## config.mk

```make
export PLATFORM = sky130hd
export DESIGN_NAME = rtc_irq_status
export DESIGN_NICKNAME = d
export VERILOG_FILES = /design/src/rtl/rtc_irq_pkg.sv /design/src/rtl/rtc_irq_read_ctl.sv /design/src/rtl/rtc_irq_flag_cell.sv /design/src/rtl/rtc_irq_req_merge.sv /design/src/rtl/rtc_irq_status.sv
export SDC_FILE = /design/constraint.sdc
export NUM_CORES = 1
export LEC_CHECK = 0
export CORE_AREA = 2 2 39 41
export DETAILED_ROUTE_END_ITERATION = 7
export DIE_AREA = 0 0 41 43
export SLEW_MARGIN = 40
export SYNTH_ARGS = -nofsm -noshare
export SYNTH_HDL_FRONTEND = slang
export SYNTH_SLANG_ARGS = --single-unit
```

## constraint.sdc

```tcl
create_clock -name clk_i -period 1.04 [get_ports clk_i]
set_input_delay 0.208 -clock clk_i [delete_from_list [all_inputs] [get_ports clk_i]]
set_output_delay 0.208 -clock clk_i [all_outputs]
set_load 0.01 [all_outputs]
```

## src/rtl/rtc_irq_pkg.sv

```systemverilog
package rtc_irq_pkg;
   localparam int unsigned DEF_NUM_SRC  = 3;
   localparam int unsigned DEF_REG_W    = 8;
   localparam int unsigned DEF_FLAG_LSB = 4;
   localparam int unsigned DEF_SUM_BIT  = 7;

   typedef enum logic {
      RD_IDLE = 1'b0,
      RD_OPEN = 1'b1
   } rd_state_e;
endpackage

```

## src/rtl/rtc_irq_read_ctl.sv

```systemverilog
module rtc_irq_read_ctl
   import rtc_irq_pkg::*;
(
   input  logic clk_i,
   input  logic rst_i,
   input  logic rd_start_i,
   input  logic rd_end_i,
   output logic open_o,
   output logic accept_o,
   output logic close_o
);
   rd_state_e state_q, state_d;

   always_comb begin
      state_d  = state_q;
      accept_o = 1'b0;
      close_o  = 1'b0;
      unique case (state_q)
         RD_IDLE: if (rd_start_i) begin
            accept_o = 1'b1;
            state_d  = RD_OPEN;
         end
         RD_OPEN: if (rd_end_i) begin
            close_o = 1'b1;
            state_d = RD_IDLE;
         end
         default: state_d = RD_IDLE;
      endcase
   end

   always_ff @(posedge clk_i) begin
      if (rst_i) state_q <= RD_IDLE;
      else       state_q <= state_d;
   end

   assign open_o = (state_q == RD_OPEN);

   AST_START_IGNORED: assert property (@(posedge clk_i) disable iff (rst_i)
      (open_o && rd_start_i && !rd_end_i) |=> open_o);
   AST_END_IGNORED: assert property (@(posedge clk_i) disable iff (rst_i)
      (!open_o && rd_end_i) |=> open_o == $past(rd_start_i));
endmodule

```

## src/rtl/rtc_irq_flag_cell.sv

```systemverilog
module rtc_irq_flag_cell (
   input  logic clk_i,
   input  logic rst_i,
   input  logic event_i,
   input  logic open_i,
   input  logic accept_i,
   input  logic close_i,
   output logic flag_o
);
   logic flag_q, hold_q;

   always_ff @(posedge clk_i) begin
      if (rst_i) begin
         flag_q <= 1'b0;
         hold_q <= 1'b0;
      end else if (close_i) begin
         flag_q <= hold_q | event_i;
         hold_q <= 1'b0;
      end else if (open_i || accept_i) begin
         hold_q <= hold_q | event_i;
      end else begin
         flag_q <= flag_q | event_i;
      end
   end

   assign flag_o = flag_q;

   AST_FLAG_FROZEN: assert property (@(posedge clk_i) disable iff (rst_i)
      (open_i && !close_i) |=> $stable(flag_o));
   AST_CLEAR_ON_END: assert property (@(posedge clk_i) disable iff (rst_i)
      (close_i && !hold_q && !event_i) |=> !flag_o);
   AST_DEFER_KEEP: assert property (@(posedge clk_i) disable iff (rst_i)
      (open_i && !close_i && event_i) |=> hold_q);
   AST_POLL_SET: assert property (@(posedge clk_i) disable iff (rst_i)
      (!open_i && !accept_i && event_i) |=> flag_o);
endmodule

```

## src/rtl/rtc_irq_req_merge.sv

```systemverilog
module rtc_irq_req_merge #(
   parameter int unsigned NUM_SRC    = 3,
   parameter bit          ACTIVE_LOW = 1'b1
) (
   input  logic [NUM_SRC-1:0] flag_i,
   input  logic [NUM_SRC-1:0] enable_i,
   output logic               req_o,
   output logic               pin_o
);
   assign req_o = |(flag_i & enable_i);

   generate
      if (ACTIVE_LOW) begin : g_low
         assign pin_o = ~req_o;
      end else begin : g_high
         assign pin_o = req_o;
      end
   endgenerate
endmodule

```

## src/rtl/rtc_irq_status.sv

```systemverilog
module rtc_irq_status
   import rtc_irq_pkg::*;
#(
   parameter int unsigned NUM_SRC    = DEF_NUM_SRC,
   parameter int unsigned REG_W      = DEF_REG_W,
   parameter int unsigned FLAG_LSB   = DEF_FLAG_LSB,
   parameter int unsigned SUM_BIT    = DEF_SUM_BIT,
   parameter bit          ACTIVE_LOW = 1'b1
) (
   input  logic               clk_i,
   input  logic               rst_i,
   input  logic [NUM_SRC-1:0] event_i,
   input  logic [NUM_SRC-1:0] enable_i,
   input  logic               rd_start_i,
   input  logic               rd_end_i,
   output logic [REG_W-1:0]   status_o,
   output logic               irq_n_o
);
   localparam int unsigned FLAG_MSB = FLAG_LSB + NUM_SRC - 1;

   if (NUM_SRC < 1) begin : g_chk_src
      $error("NUM_SRC must be at least 1");
   end
   if (FLAG_MSB >= SUM_BIT) begin : g_chk_pos
      $error("flag field overlaps summary bit");
   end
   if (SUM_BIT >= REG_W) begin : g_chk_w
      $error("summary bit outside register");
   end

   logic               rd_open, rd_accept, rd_close;
   logic [NUM_SRC-1:0] flags;
   logic               req;

   rtc_irq_read_ctl u_ctl (
      .clk_i      (clk_i),
      .rst_i      (rst_i),
      .rd_start_i (rd_start_i),
      .rd_end_i   (rd_end_i),
      .open_o     (rd_open),
      .accept_o   (rd_accept),
      .close_o    (rd_close)
   );

   for (genvar i = 0; i < NUM_SRC; i++) begin : g_src
      rtc_irq_flag_cell u_cell (
         .clk_i    (clk_i),
         .rst_i    (rst_i),
         .event_i  (event_i[i]),
         .open_i   (rd_open),
         .accept_i (rd_accept),
         .close_i  (rd_close),
         .flag_o   (flags[i])
      );
   end

   rtc_irq_req_merge #(
      .NUM_SRC    (NUM_SRC),
      .ACTIVE_LOW (ACTIVE_LOW)
   ) u_merge (
      .flag_i   (flags),
      .enable_i (enable_i),
      .req_o    (req),
      .pin_o    (irq_n_o)
   );

   always_comb begin
      status_o                       = '0;
      status_o[FLAG_MSB:FLAG_LSB]    = flags;
      status_o[SUM_BIT]              = req;
   end

   AST_PIN_SUMMARY: assert property (@(posedge clk_i) disable iff (rst_i)
      status_o[SUM_BIT] == (irq_n_o != ACTIVE_LOW));
   AST_REQ_ON_ENABLE: assert property (@(posedge clk_i) disable iff (rst_i)
      (|(status_o[FLAG_MSB:FLAG_LSB] & enable_i)) |-> (irq_n_o != ACTIVE_LOW));
   AST_LOW_BITS_ZERO: assert property (@(posedge clk_i) disable iff (rst_i)
      status_o[FLAG_LSB-1:0] == '0);
endmodule

```

==> run_results.csv <==
group,metric,value,unit
cts,clockBufferDepth,2,
logic_synthesis,ys_warn_count,0,
global_routing,antenna_found_initial,0,
critical_path,critical_path_class,"in2out",
die,die_y,43,um
die,io_pins,19,
logic_synthesis,async_flop_share,0,%
power_and_ir_drop,p_per_area,1304,nW/um^2
die,core_area,1384,sq um
global_routing,grt_start_max_net_pins,9,
cts,clk_latency,0.24,ns
die,initial_core_util,27.40,%
global_routing,grt_overflow,0,
placement,io_buffers,14,
logic_synthesis,synth.distinct_cells,14,
critical_path,required,0.83,ns
critical_path,crit_path_max_incr_delay,0.41,ns
routing,drt_iter0_markers,2,
global_routing,grt_use_total,11.37,%
critical_path,slowest_stage,"clkdlybuf4s50_1",
power_and_ir_drop,clock_power_share,31.6,%
logic_synthesis,synth_ff_type,"dfxtp_1",
routing,vias_per_cell,4.313,
finish,final_core_util,42.22,%
sta,setup_violations,3,
finish,nets,75,
logic_synthesis,synth.avg_cell_area,8.616,sq um
sta,skew,0.002028,ns
cts,hold_buffers,0,
worst_hold_path,hp-class,"in2reg",
power_and_ir_drop,switching_share,26.06,%
critical_path,cp_max_fo,2,
finish,area_growth,54.13,%
global_routing,grt_pass1_wl,1352,um
routing,vias,345,
sta,fin_ws,-0.3852,ns
critical_path,arrival,1.22,ns
power_and_ir_drop,p_int,0.5635,mW
cts,cts.sinks,7,
power_and_ir_drop,comb_power_share,27.5,%
routing,final_antenna_net_count,0,
routing,first_pass_iters,4,
placement,dp_hpwl,601.5,um
cts,h-tree-depth,1,
flow_run,maxCapViolCount,0,
sta,fmax,701.7,MHz
power_and_ir_drop,pwr-share-seq,40.9,%
critical_path,crit_path_cell_trace,"clkdlybuf4s50_1, a222oi_1, buf_4, buf_6",
die,die_area,1763,sq um
routing,drc,0,
sta,rsz0062_at_grt,"yes",
sta,hold_viol,0,
logic_synthesis,synth_area,379.1,sq um
logic_synthesis,yosysSeqAreaShare,36.96,%
routing,wl,789,um
logic_synthesis,post-synth-top-count-cell,"buf_4",
global_routing,grt_pass1_vias,356,
sta,slew_viol_final,0,
finish,layout-drive-gt1-share,40.63,%
logic_synthesis,synth_top_area_share,36.96,%
logic_synthesis,synth_top_cell_by_area,"dfxtp_1",
finish,num_antenna_cells,0,
routing,wl_per_cell,9.863,um
placement,routabilityCongestion,0.6828,
logic_synthesis,synthCells,44,
cts,cts_tree,"yes",
cts,numCtsBuffers,3,
power_and_ir_drop,switchingPower,0.1986,mW
die,rows,14,
sta,period_share,137.0,%
logic_synthesis,synth_edf_count,0,
logic_synthesis,synthTopCellsByCount,"8 x buf_4, 7 x dfxtp_1, 6 x a21oi_1",
cts,clk_pin_slew,0.05,ns
sta,min_period,1.425,ns
logic_synthesis,ys_top_cells_by_area,"dfxtp_1 37%, buf_4 16%, a21oi_1 7.9%",
die,die_x,41,um
run_status,status,"finished with violations",
power_and_ir_drop,ir_drop,0.0005226,V
power_and_ir_drop,power_leakage,0.2737,nW
critical_path,critPathCaptureType,"output port",
logic_synthesis,synth-seq-cells,7,
cts,root_buffer,"clkbuf_4",
run_status,violations,"setup timing",
placement,place_ws,-0.7943,ns
power_and_ir_drop,design_power_total,0.7621,mW
critical_path,start_kind,"input port",
==> placed cells by master, fill, tap and decap left out <==
cell type and count:
a221oi_2 3, and2_2 1, dlymetal6s2s_1 1, clkbuf_4 3, buf_6 4, nor2_1 5, buf_4 8, dfxtp_4 1
buf_2 1, conb_1 4, dfxtp_2 3, a222oi_1 1, a21o_2 1, inv_1 4, a21oi_1 6, or3b_1 2
clkbuf_1 1, dfxtp_1 3, dlygate4sd2_1 5, o21ai_0 3, clkdlybuf4s50_1 3, or3b_4 1
==> cell type report <==
| cell class | count | area, sq um |
|---|---|---|
| fill | 150 | 799.5 |
| timing repair buffer | 22 | 196.4 |
| multi-input combinational | 27 | 178.9 |
| sequential | 7 | 147.6 |
| clock buffer | 4 | 26.28 |
| tap | 16 | 20.02 |
| inverter | 4 | 15.01 |
==> final timing paths <==
| check | cells past startpoint | slack [ns] | to | start |
|---|---|---|---|---|
| max | 4 | -0.39 | irq_n_o | enable_i[0] |
| min | 3 | 0.40 | g_src[2].u_cell.hold_q | event_i[2] |
| max reg2reg | 2 | -0.03 | g_src[0].u_cell.flag_o | u_ctl.open_o |
| min reg2reg | 2 | 0.45 | g_src[0].u_cell.hold_q | g_src[0].u_cell.hold_q |
==> metrics by stage <==
| stage | std cells | hold slack (ns) | TNS [ns] | cell area (sq um) |
|---|---|---|---|---|
| global route | 80 | 0.4174 | -1.041 | 584.3 |
| detailed placement | 74 | 0.4386 | -3.499 | 524.3 |
| finish | 80 | 0.3982 | -0.7390 | 584.3 |
| global placement | 74 | 0.4351 | -3.239 | 524.3 |
| CTS | 80 | 0.3929 | -0.7767 | 559.3 |
| floorplan | 47 | 0.2742 | -0.2154 | 390.4 |
==> power by group through the flow <==
stage          clock network (mW)  registers [mW]  logic (mW)
2_1_floorplan                   0           0.310       0.117
3_3_place_gp                    0           0.315       0.191
3_5_place_dp                    0           0.316       0.194
4_1_cts                     0.251           0.311       0.194
5_1_grt                     0.264           0.315       0.234
6_report                    0.241           0.312       0.210
==> registers in the layout, summed over array words and instances, names as in the netlist <==
name,cells
u_ctl.open_o,1
g_src.u_cell.hold_q,3
g_src.u_cell.flag_o,3
==> timing repair <==
| action | in CTS | in global routing |
|---|---|---|
| endpoints found under the setup margin | 8 | 8 |
| pin swaps | 4 | 4 |
| cloned | 0 | 0 |
| resized for setup | 32 | 6 |
| buffers inserted | 2 | 0 |
==> worst max-delay path: cells and delay by family <==
kind / cells / cell delay [ns]
compound gates: 1 / 0.33
buf+inv: 3 / 0.68
==> per-layer routing <==
layer  global-route usage (%)  part of all wire (%)  routed length [um]  vias up
met3                    4.712                   7.5                  59        2
met2                    18.44                    50                 394       13
met4                    6.000                  0.51                   4        0
li1                         -                     -                   -      181
met1                    11.65                    42                 331      149
met5                        0                     0                   0        -
==> logic make-up (layout without fill, tap and decap cells) <==
family	count (synthesis)	in the layout	share of synthesized area [%]
flip-flops	7	7	36.96
buffers and inverters	13	30	22.77
other	1	4	0.9891
AO/OA/AOI/OAI	14	14	25.41
AND/OR/NAND/NOR	9	9	13.86
No activity file was read; power rests on OpenSTA's default activity.
